<file path="config.mk">
export PLATFORM = sky130hd
export DESIGN_NAME = i2c_bit_engine
export DESIGN_NICKNAME = d
export VERILOG_FILES = /design/src/rtl/i2c_bit_pkg.sv /design/src/rtl/i2c_line_sync.sv /design/src/rtl/i2c_half_timer.sv /design/src/rtl/i2c_stretch_guard.sv /design/src/rtl/i2c_bit_seq.sv /design/src/rtl/i2c_err_flags.sv /design/src/rtl/i2c_bit_engine.sv
export SDC_FILE = /design/constraint.sdc
export NUM_CORES = 1
export LEC_CHECK = 0
export CAP_MARGIN = 40
export CORE_MARGIN = 5
export CORE_UTILIZATION = 60
export CTS_BUF_LIST = sky130_fd_sc_hd__clkbuf_8
export CTS_CLUSTER_DIAMETER = 40
export CTS_CLUSTER_SIZE = 28
export DETAILED_ROUTE_END_ITERATION = 10
export DONT_BUFFER_PORTS = 1
export HOLD_SLACK_MARGIN = 0.02
export PLACE_DENSITY = 0.75
export SYNTH_ARGS = -nofsm -noshare
export SYNTH_HDL_FRONTEND = slang
export SYNTH_SLANG_ARGS = --single-unit
</file>
<file path="constraint.sdc">
create_clock -name clk -period 7.51 [get_ports clk]
set_clock_uncertainty 0.15 [all_clocks]
set_input_delay 1.502 -clock clk [delete_from_list [all_inputs] [get_ports clk]]
set_output_delay 1.502 -clock clk [all_outputs]
set_load 0.01 [all_outputs]
</file>
<file path="src/rtl/i2c_bit_pkg.sv">
package i2c_bit_pkg;

  localparam int OP_W   = 3;
  localparam int STEP_W = 4;

  localparam logic [OP_W-1:0] OP_START   = 3'd0;
  localparam logic [OP_W-1:0] OP_RESTART = 3'd1;
  localparam logic [OP_W-1:0] OP_STOP    = 3'd2;
  localparam logic [OP_W-1:0] OP_WRITE   = 3'd3;
  localparam logic [OP_W-1:0] OP_READ    = 3'd4;

  // One micro-step of a primitive.
  typedef enum logic [3:0] {
    U_END,     // finish, pulse done
    U_SDA_LO,  // pull data low
    U_SDA_HI,  // release data
    U_SDA_BIT, // drive data from the write bit
    U_SCL_LO,  // pull clock low
    U_SCL_HI,  // release clock
    U_DLY,     // wait one delay unit
    U_WSCL,    // wait one unit, then poll clock high
    U_CHK,     // data must read high
    U_CHKBIT,  // data must read high when writing a 1
    U_SMP      // capture data
  } uop_e;

  // Step list of each primitive.
  function automatic uop_e uop_at(logic [OP_W-1:0] op, logic [STEP_W-1:0] idx);
    uop_e u;
    u = U_END;
    case (op)
      OP_START: case (idx)
        4'd0: u = U_CHK;    4'd1: u = U_SDA_LO; 4'd2: u = U_DLY;
        4'd3: u = U_SCL_LO; 4'd4: u = U_DLY;    default: u = U_END;
      endcase
      OP_RESTART: case (idx)
        4'd0: u = U_SDA_HI; 4'd1: u = U_DLY;    4'd2: u = U_SCL_HI;
        4'd3: u = U_WSCL;   4'd4: u = U_DLY;    4'd5: u = U_CHK;
        4'd6: u = U_SDA_LO; 4'd7: u = U_DLY;    4'd8: u = U_SCL_LO;
        4'd9: u = U_DLY;    default: u = U_END;
      endcase
      OP_STOP: case (idx)
        4'd0: u = U_SDA_LO; 4'd1: u = U_DLY;    4'd2: u = U_SCL_HI;
        4'd3: u = U_WSCL;   4'd4: u = U_DLY;    4'd5: u = U_SDA_HI;
        4'd6: u = U_DLY;    4'd7: u = U_CHK;    default: u = U_END;
      endcase
      OP_WRITE: case (idx)
        4'd0: u = U_SDA_BIT; 4'd1: u = U_DLY;   4'd2: u = U_SCL_HI;
        4'd3: u = U_DLY;     4'd4: u = U_WSCL;  4'd5: u = U_CHKBIT;
        4'd6: u = U_SCL_LO;  4'd7: u = U_DLY;   default: u = U_END;
      endcase
      OP_READ: case (idx)
        4'd0: u = U_SDA_HI; 4'd1: u = U_DLY;    4'd2: u = U_SCL_HI;
        4'd3: u = U_WSCL;   4'd4: u = U_DLY;    4'd5: u = U_SMP;
        4'd6: u = U_SCL_LO; 4'd7: u = U_DLY;    default: u = U_END;
      endcase
      default: u = U_END;
    endcase
    return u;
  endfunction

endpackage

</file>
<file path="src/rtl/i2c_line_sync.sv">
module i2c_line_sync #(
  parameter int W      = 2,
  parameter int STAGES = 2
) (
  input  logic         clk,
  input  logic         rst_n,
  input  logic [W-1:0] d,
  output logic [W-1:0] q
);
  logic [W-1:0] chain [STAGES];

  // Idle bus reads high, so the chain resets to ones.
  generate
    for (genvar s = 0; s < STAGES; s++) begin : g_stage
      always_ff @(posedge clk or negedge rst_n) begin
        if (!rst_n) chain[s] <= '1;
        else if (s == 0) chain[s] <= d;
        else chain[s] <= chain[(s == 0) ? 0 : s-1];
      end
    end
  endgenerate

  assign q = chain[STAGES-1];
endmodule

</file>
<file path="src/rtl/i2c_half_timer.sv">
module i2c_half_timer #(
  parameter int HALF_W   = 16,
  parameter int MIN_HALF = 3
) (
  input  logic              clk,
  input  logic              rst_n,
  input  logic [HALF_W-1:0] half_period,
  input  logic              run,
  output logic              tick
);
  localparam logic [HALF_W-1:0] FLOOR = HALF_W'(MIN_HALF);

  logic [HALF_W-1:0] eff;
  logic [HALF_W-1:0] cnt;

  assign eff  = (half_period < FLOOR) ? FLOOR : half_period;
  assign tick = run && (cnt == eff - 1'b1);

  always_ff @(posedge clk or negedge rst_n) begin
    if (!rst_n)            cnt <= '0;
    else if (!run || tick) cnt <= '0;
    else                   cnt <= cnt + 1'b1;
  end

  // the counter never passes the floored delay unit
  p_tick_bound_r11: assert property (@(posedge clk) disable iff (!rst_n)
    run |-> (cnt < eff));
endmodule

</file>
<file path="src/rtl/i2c_stretch_guard.sv">
module i2c_stretch_guard #(
  parameter int LIMIT_W = 16
) (
  input  logic               clk,
  input  logic               rst_n,
  input  logic [LIMIT_W-1:0] limit,
  input  logic               poll_fail,
  input  logic               clear,
  output logic               hit
);
  logic [LIMIT_W-1:0] fails;
  logic [LIMIT_W:0]   next_cnt;

  assign next_cnt = {1'b0, fails} + 1'b1;
  assign hit = poll_fail && (limit != '0) && (next_cnt >= {1'b0, limit});

  always_ff @(posedge clk or negedge rst_n) begin
    if (!rst_n)                clear_blk: fails <= '0;
    else if (clear)            fails <= '0;
    else if (poll_fail && !hit) fails <= next_cnt[LIMIT_W-1:0];
  end

  // failed polls stay below a nonzero limit
  p_fail_below_limit_r8: assert property (@(posedge clk) disable iff (!rst_n)
    (limit != '0) && $stable(limit) |=> (fails < limit) || $changed(limit));
endmodule

</file>
<file path="src/rtl/i2c_bit_seq.sv">
module i2c_bit_seq
  import i2c_bit_pkg::*;
(
  input  logic            clk,
  input  logic            rst_n,
  input  logic            cmd_valid,
  input  logic [OP_W-1:0] cmd_op,
  input  logic            cmd_bit,
  input  logic            scl_s,
  input  logic            sda_s,
  input  logic            tick,
  input  logic            guard_hit,
  output logic            cmd_ready,
  output logic            timer_run,
  output logic            poll_fail,
  output logic            poll_clear,
  output logic            arb_evt,
  output logic            tmo_evt,
  output logic            scl_oe,
  output logic            sda_oe,
  output logic            done,
  output logic            op_fail,
  output logic            rd_bit
);
  logic              busy;
  logic [OP_W-1:0]   op_q;
  logic              bit_q;
  logic [STEP_W-1:0] step;
  uop_e              uop;
  logic              abort;

  assign uop       = busy ? uop_at(op_q, step) : U_END;
  assign cmd_ready = !busy;
  assign timer_run = busy && (uop == U_DLY || uop == U_WSCL);
  assign poll_fail = busy && (uop == U_WSCL) && tick && !scl_s;
  assign poll_clear = !busy || ((uop == U_WSCL) && tick && scl_s);
  assign arb_evt   = busy && !sda_s &&
                     ((uop == U_CHK) || (uop == U_CHKBIT && bit_q));
  assign tmo_evt   = poll_fail && guard_hit;
  assign abort     = arb_evt || tmo_evt;

  always_ff @(posedge clk or negedge rst_n) begin
    if (!rst_n) begin
      busy    <= 1'b0;
      op_q    <= '0;
      bit_q   <= 1'b0;
      step    <= '0;
      scl_oe  <= 1'b0;
      sda_oe  <= 1'b0;
      done    <= 1'b0;
      op_fail <= 1'b0;
      rd_bit  <= 1'b0;
    end else begin
      done    <= 1'b0;
      op_fail <= 1'b0;
      if (!busy) begin
        if (cmd_valid) begin
          busy  <= 1'b1;
          op_q  <= cmd_op;
          bit_q <= cmd_bit;
          step  <= '0;
        end
      end else if (abort) begin
        busy    <= 1'b0;
        scl_oe  <= 1'b0;
        sda_oe  <= 1'b0;
        done    <= 1'b1;
        op_fail <= 1'b1;
      end else begin
        case (uop)
          U_END: begin
            busy <= 1'b0;
            done <= 1'b1;
          end
          U_SDA_LO:  begin sda_oe <= 1'b1;   step <= step + 1'b1; end
          U_SDA_HI:  begin sda_oe <= 1'b0;   step <= step + 1'b1; end
          U_SDA_BIT: begin sda_oe <= !bit_q; step <= step + 1'b1; end
          U_SCL_LO:  begin scl_oe <= 1'b1;   step <= step + 1'b1; end
          U_SCL_HI:  begin scl_oe <= 1'b0;   step <= step + 1'b1; end
          U_DLY:     if (tick) step <= step + 1'b1;
          U_WSCL:    if (tick && scl_s) step <= step + 1'b1;
          U_CHK, U_CHKBIT: step <= step + 1'b1;
          U_SMP:     begin rd_bit <= sda_s; step <= step + 1'b1; end
          default:   step <= step + 1'b1;
        endcase
      end
    end
  end

  // done lasts one cycle
  p_done_pulse_r10: assert property (@(posedge clk) disable iff (!rst_n)
    done |=> !done);
  // an accepted command blocks the next one
  p_accept_blocks_r10: assert property (@(posedge clk) disable iff (!rst_n)
    (cmd_valid && cmd_ready) |=> !cmd_ready);
  // a failing primitive leaves both lines released
  p_fail_release_r7: assert property (@(posedge clk) disable iff (!rst_n)
    op_fail |-> (!scl_oe && !sda_oe && done));
  // completion always returns the engine to idle
  p_done_idle_r10: assert property (@(posedge clk) disable iff (!rst_n)
    done |-> cmd_ready);
endmodule

</file>
<file path="src/rtl/i2c_err_flags.sv">
module i2c_err_flags (
  input  logic clk,
  input  logic rst_n,
  input  logic set_arb,
  input  logic set_tmo,
  input  logic clr,
  output logic err_arb,
  output logic err_tmo
);
  always_ff @(posedge clk or negedge rst_n) begin
    if (!rst_n) begin
      err_arb <= 1'b0;
      err_tmo <= 1'b0;
    end else begin
      if (set_arb)  err_arb <= 1'b1;
      else if (clr) err_arb <= 1'b0;
      if (set_tmo)  err_tmo <= 1'b1;
      else if (clr) err_tmo <= 1'b0;
    end
  end

  // flags hold until cleared
  p_sticky_arb_r9: assert property (@(posedge clk) disable iff (!rst_n)
    (err_arb && !clr) |=> err_arb);
  p_sticky_tmo_r9: assert property (@(posedge clk) disable iff (!rst_n)
    (err_tmo && !clr) |=> err_tmo);
endmodule

</file>
<file path="src/rtl/i2c_bit_engine.sv">
module i2c_bit_engine
  import i2c_bit_pkg::*;
#(
  parameter int HALF_W      = 16,
  parameter int LIMIT_W     = 16,
  parameter int SYNC_STAGES = 2,
  parameter int MIN_HALF    = 3
) (
  input  logic               clk,
  input  logic               rst_n,
  input  logic [HALF_W-1:0]  half_period,
  input  logic [LIMIT_W-1:0] stretch_limit,
  input  logic               cmd_valid,
  output logic               cmd_ready,
  input  logic [OP_W-1:0]    cmd_op,
  input  logic               cmd_bit,
  output logic               done,
  output logic               op_fail,
  output logic               rd_bit,
  output logic               err_arb,
  output logic               err_tmo,
  input  logic               err_clr,
  input  logic               scl_in,
  input  logic               sda_in,
  output logic               scl_oe,
  output logic               sda_oe
);
  logic [1:0] line_s;
  logic tick, timer_run, poll_fail, poll_clear, guard_hit, arb_evt, tmo_evt;

  i2c_line_sync #(.W(2), .STAGES(SYNC_STAGES)) u_sync (
    .clk(clk), .rst_n(rst_n), .d({scl_in, sda_in}), .q(line_s));

  i2c_half_timer #(.HALF_W(HALF_W), .MIN_HALF(MIN_HALF)) u_timer (
    .clk(clk), .rst_n(rst_n), .half_period(half_period),
    .run(timer_run), .tick(tick));

  i2c_stretch_guard #(.LIMIT_W(LIMIT_W)) u_guard (
    .clk(clk), .rst_n(rst_n), .limit(stretch_limit),
    .poll_fail(poll_fail), .clear(poll_clear), .hit(guard_hit));

  i2c_bit_seq u_seq (
    .clk(clk), .rst_n(rst_n), .cmd_valid(cmd_valid), .cmd_op(cmd_op),
    .cmd_bit(cmd_bit), .scl_s(line_s[1]), .sda_s(line_s[0]), .tick(tick),
    .guard_hit(guard_hit), .cmd_ready(cmd_ready), .timer_run(timer_run),
    .poll_fail(poll_fail), .poll_clear(poll_clear), .arb_evt(arb_evt),
    .tmo_evt(tmo_evt), .scl_oe(scl_oe), .sda_oe(sda_oe), .done(done),
    .op_fail(op_fail), .rd_bit(rd_bit));

  i2c_err_flags u_flags (
    .clk(clk), .rst_n(rst_n), .set_arb(arb_evt), .set_tmo(tmo_evt),
    .clr(err_clr), .err_arb(err_arb), .err_tmo(err_tmo));

  // a timeout is only ever reported together with a failing done
  p_tmo_fails_r8: assert property (@(posedge clk) disable iff (!rst_n)
    $rose(err_tmo) |-> (done && op_fail));
endmodule

</file>
# Word-level counts from Yosys, hierarchy flattened
# Memories as Yosys holds them, arrays and structs flattened.
# Cells that the tools add are included.
# classes
n_eq_ne,23
n_mux,32
n_reduce_logical,42
bitwise_logic,2
order_cmp,2
add_sub_neg,4
# op_table
cell,n
2-to-1 mux 16 bit,4
2-to-1 mux 4 bit,9
== test 4 x 3 -> 1 bit (second input constant),5
one-hot mux 4 bit (5 select lines),1
adder 16 x 1 -> 17 bit (second input constant),1
greater-or-equal comparator 17 x 16 -> 1 bit,1
adder 16 x 1 -> 16 bit (second input constant),1
== test 16 bit,1
== test 4 x 2 -> 1 bit (second input constant),4
< comparator 16 x 2 -> 1 bit (second input constant),1
one-hot mux 4 bit (4 select lines),1
nonzero test 16 bit,1
subtractor 16 x 1 -> 16 bit (second input constant),1
logical AND 1 bit,15
2-to-1 mux 1 bit,14
== test 4 bit (second input constant),3
one-hot mux 4 bit (3 select lines),1
== test 4 x 1 -> 1 bit (second input constant),2
zero test 4 bit,2
nonzero test 2 bit,4
== test 3 x 2 -> 1 bit (second input constant),2
zero test 1 bit,6
AND reduction 2 bit,3
logical OR 1 bit,5
15 further kinds,17
# totals
rom_bits,160
n_memories,4
inputBits,42
elab_cells,124
register_bits,52
# memory_table
memory,words,word_bits,rd,rd_ports_with_merged_regs,wr,line,source
(name not given),16,4,1,0,0,i2c_bit_pkg.sv:36,OP_RESTART: case (idx)
(name not given),8,4,1,0,0,i2c_bit_pkg.sv:42,OP_STOP: case (idx)
(name not given),8,4,1,0,0,i2c_bit_pkg.sv:47,OP_WRITE: case (idx)
(name not given),8,4,1,0,0,i2c_bit_pkg.sv:52,OP_READ: case (idx)

# Logic depth before layout (Yosys ltp)
# logic_depth
depth_word,17
ltp_mapped,17
depth_no_buf,16

# Modules after synthesis
# From an unflattened synthesis, not the netlist that was laid out.
# hier_totals
hier_cells,517
area_unflattened_um2,4480.5
# modules_own_cells
mod,area_each_um2,cells_each,instances
i2c_stretch_guard,1555.2,184,1
i2c_half_timer,1497.7,182,1
i2c_bit_seq,1238.7,140,1
i2c_line_sync,120.1,6,1
i2c_err_flags,68.8,5,1

# Worst setup path before layout
# Ideal clock, no wire load.
# synth_timing
path_type,input-to-reg
startpoint,input port half_period[6]
endpoint,register u_guard.fails[13]
stages,15
arrival_ns,4.521
setup_ns,0.121
setup_slack_ns,2.718
n_path_buf,3
path_cell_list,buf_6 > or4_4 > buf_6 > nor3_2 > a21oi_1 > ha_1 > or3b_2 > nor4_4 > xnor2_1 > a2111oi_2 > nand4b_1 > or4_4 > o21a_4 > buf_6 > a22o_1
# synth_between
elab_chain_len,12
word_cells_on_any_way,16
# synth_rtl
item,line,source
from (decl),i2c_bit_engine.sv:11,"input logic [HALF_W-1:0] half_period,"
< comparator 16 x 2 -> 1 bit,i2c_half_timer.sv:16,assign eff = (half_period < FLOOR) ? FLOOR : half_period;
2-to-1 mux 16 bit *,i2c_half_timer.sv:16,
subtractor 16 x 1 -> 16 bit *,i2c_half_timer.sv:17,assign tick = run && (cnt == eff - 1'b1);
== test 16 bit *,i2c_half_timer.sv:17,
logical AND 1 bit *,i2c_half_timer.sv:17,
logical AND 1 bit (2 in a row),i2c_bit_seq.sv:35,assign poll_fail = busy && (uop == U_WSCL) && tick && !scl_s;
logical AND 1 bit (2 in a row),i2c_stretch_guard.sv:15,"assign hit = poll_fail && (limit != '0) && (next_cnt >= {1'b0, limit});"
zero test 1 bit,i2c_stretch_guard.sv:20,else if (poll_fail && !hit) fails <= next_cnt[LIMIT_W-1:0];
logical AND 1 bit,i2c_stretch_guard.sv:20,
nonzero test 2 bit (no source line),-,
to (signal assigned),i2c_stretch_guard.sv:20,
to (decl),i2c_stretch_guard.sv:11,logic [LIMIT_W-1:0] fails;
# Mark *: on every way between the ends. The rest lies on a longest branch, timed or not.
# A chain may end at the register's enable or synchronous reset.

# Worst setup path in the final report
# layout_timing
startpoint,input port half_period[14]
endpoint,register u_guard.fails[0]
# The elaborated chain is that of the path after synthesis.

==> impl_metrics.json <==
{
  "io_pins": 50,
  "die_h_microns": 91.51,
  "tightest_slew_ns": 0.7606,
  "track_usage_pct": 21.23,
  "std_cell_rows": 29,
  "arrival_ns": 4.84,
  "grt_start_max_net_pins": 53,
  "syn_avg_cell_area_sq_um": 8.858,
  "wl_per_cell_microns": 16.47,
  "fin_total_pwr_mw": 0.8444,
  "worst_setup_path_start_kind": "primary input",
  "fin_area_sq_um": 4110,
  "rr_worst_depth": 16,
  "synth_top_area_share_pct": 30.13,
  "post-route-period-util_pct": 63.83,
  "final_antenna_net_count": 0,
  "ys.flop_type": "dfrtp_1",
  "final_hold_viol_count": 0,
  "worstSetupPathType": "primary input to register",
  "power.density_nw_per_um2": 205.4,
  "synth_top_area_cell": "dfrtp_1",
  "crit_path_start": "half_period[14]",
  "crit_fanout": 16,
  "antenna_cells": 0,
  "drive_gt1_share_pct": 6.711,
  "dieWidth_microns": 91.51,
  "vdd_ir_drop_max_mv": 0.1269,
  "drv_slew": 0,
  "synth-edff-count": 0,
  "htreeDepth": 2,
  "drt_iter0_markers": 233,
  "post_cts_buffers": 0,
  "ys_seq_area_share_pct": 32.77,
  "status": "completed",
  "final_nets": 515,
  "ys_ff_latch": 52,
  "yosysWarnings": 0,
  "setup_viol": 0,
  "gp_congestion": 0.8790,
  "via_count": 3290,
  "area_delta_synth_final_pct": 3.107,
  "p_leak_nw": 1.820,
  "numCtsBuffers": 5,
  "synth.cell_area_sq_um": 3986,
  "antenna_found_initial": 0,
  "grt_pass1_vias": 3246,
  "cts_resized": 0,
  "post-route-util_pct": 64.00,
  "max_freq_ghz": 0.2086,
  "drt_first_pass_iters": 4,
  "drc": 0,
  "rrSetupSlack_ns": 3.65,
  "dp_hpwl_microns": 6683,
  "rr_endpoint": "u_guard.fails[0]$_DFFE_PN0P_",
  "fill_cells": 539,
  "synthCells": 450,
  "yosys-top-cells-area": "dfrtp_1, ha_1, xor2_1, xnor2_1, nor2_1",
  "fp.coreArea_sq_um": 6422,
  "async_flop_share_pct": 100.0,
  "cts_buffer_depth": 2,
  "slew_headroom_pct": 47.98,
  "hold_buffers": 0,
  "cp.required_ns": 7.55,
  "synth.distinct_cells": 59,
  "finalCriticalPeriod_ns": 4.794,
  "end_kind": "register",
  "crit_path_end": "u_guard.fails[0]$_DFFE_PN0P_",
  "dpl_cell_area_sq_um": 4016,
  "tns_ns": 0,
  "grt_first_pass_wirelength_microns": 14880,
  "synthesis.nets": 519,
  "rsz0062_at_grt": "no",
  "vias_per_cell": 6.279,
  "insertion_delay_ns": 0.30,
  "cts.sinks": 52,
  "min_path_type": "register to register",
  "die_area_sq_um": 8374,
  "clock-root-buffer": "clkbuf_8",
  "totalWireLength_microns": 8629,
  "io_buffers": 0,
  "reg2reg_from": "u_guard.fails[0]$_DFFE_PN0P_",
  "cts_tree": "yes",
  "start_util_pct": 62.07,
  "grt_overflow": 0,
  "maxCapViolCount": 0,
  "path_clk_slew_ns": 0.09
}
-- Yosys cell counts (4+ instances only) --
cell type	count
o21ai_0	21
a211oi_1	9
a21o_1	6
xnor2_1	18
dfstp_2	4
nor2b_1	6
o211ai_1	5
ha_1	27
nand3_1	23
inv_1	32
nor4_1	10
a21oi_1	13
nand2_1	31
nor2_1	38
mux2_2	6
and2_1	4
mux2i_1	6
a22o_1	9
dfrtp_1	48
nor3_1	5
nand4_1	7
and3_1	10
nand3b_1	4
nor3b_1	6
a31oi_1	6
clkbuf_1	6
xor2_1	22
nand2b_1	13
o31a_1	4
-- how the worst min path moves through the flow --
stage	start	to	slack, ns	cells past startpoint
global route	u_sync.chain[2]$_DFF_PN1_	u_sync.q[0]$_DFF_PN1_	0.21	0
CTS	u_sync.chain[2]$_DFF_PN1_	u_sync.q[0]$_DFF_PN1_	0.21	0
floorplan	u_sync.chain[2]$_DFF_PN1_	u_sync.q[0]$_DFF_PN1_	0.20	0
global placement	u_sync.chain[2]$_DFF_PN1_	u_sync.q[0]$_DFF_PN1_	0.20	0
detailed placement	u_sync.chain[2]$_DFF_PN1_	u_sync.q[0]$_DFF_PN1_	0.20	0
finish	u_sync.chain[2]$_DFF_PN1_	u_sync.q[0]$_DFF_PN1_	0.21	0
-- registers in the layout, summed over array words and instances, names as in the netlist, 2 cells and up --
| register | flops |
|---|---|
| u_seq.op_q | 3 |
| u_seq.step | 4 |
| u_timer.cnt | 16 |
| u_sync.q | 2 |
| u_sync.chain | 2 |
| u_guard.fails | 16 |
-- placed cells by master, fill, tap and decap left out, types with 10 or more instances in the layout --
master / n
inv_1: 33
nand2_1: 31
dfrtp_1: 48
and3_1: 10
a21oi_1: 13
nor2_1: 38
xor2_1: 22
nand2b_1: 13
nor4_1: 10
ha_1: 27
o21ai_0: 21
nand3_1: 23
xnor2_1: 18
-- where the power goes --
part	total [mW]	internal [mW]	leakage [nW]	switching, mW
clock network	0.165	0.0738	0.0486	0.0913
registers	0.380	0.313	0.691	0.0675
logic	0.299	0.128	1.08	0.171
-- layout make-up --
| cell class | count | area, sq um | share of cell area, % |
|---|---|---|---|
| inverter | 32 | 120.1 | 2.922 |
| clock inverter | 2 | 11.26 | 0.2740 |
| sequential | 52 | 1306 | 31.78 |
| tap | 77 | 96.34 | 2.344 |
| multi-input combinational | 355 | 2494 | 60.67 |
| clock buffer | 6 | 82.58 | 2.009 |
-- kinds of logic after synthesis --
family / synth area share, %
muxes: 3.201
and+or+nand+nor: 25.55
AOI/OAI and AO/OA: 16.54
xor gates and xnor gates: 8.788
DFF: 32.77
buffers and inverters: 4.677
adders and majority gates: 8.474
-- worst max-delay path: stages --
cell and delay (ns):
nor4_1 0.63, and2_1 0.27, a21oi_1 0.11, ha_1 0.26, or3b_2 0.24, nor4_4 0.04
xnor2_1 0.13, a2111oi_2 0.22, nand4b_1 0.19, or4_4 0.63, o21a_4 0.33, mux2_2 0.27
-- layer usage --
metal | part of all wire, % | wire [microns] | track usage, % | up-vias
met1 | 46 | 3931 | 29.06 | 1551
met4 | 1.8 | 152 | 6.030 | 0
met2 | 45 | 3888 | 33.35 | 101
met5 | 0 | 0 | 0 | -
met3 | 7.6 | 657 | 5.289 | 17
li1 | - | - | - | 1621
-- through the flow --
stage | instances | hold WS (ns) | worst slack [ns]
after CTS | 524 | 0.2119 | 2.787
after detailed placement | 516 | 0.1984 | 2.466
final | 524 | 0.2105 | 2.716
after global routing | 524 | 0.2134 | 2.589
after global placement | 516 | 0.1955 | 2.588
after floorplan | 450 | 0.1952 | 2.718
Note: power is estimated with default switching activity, not from simulation.
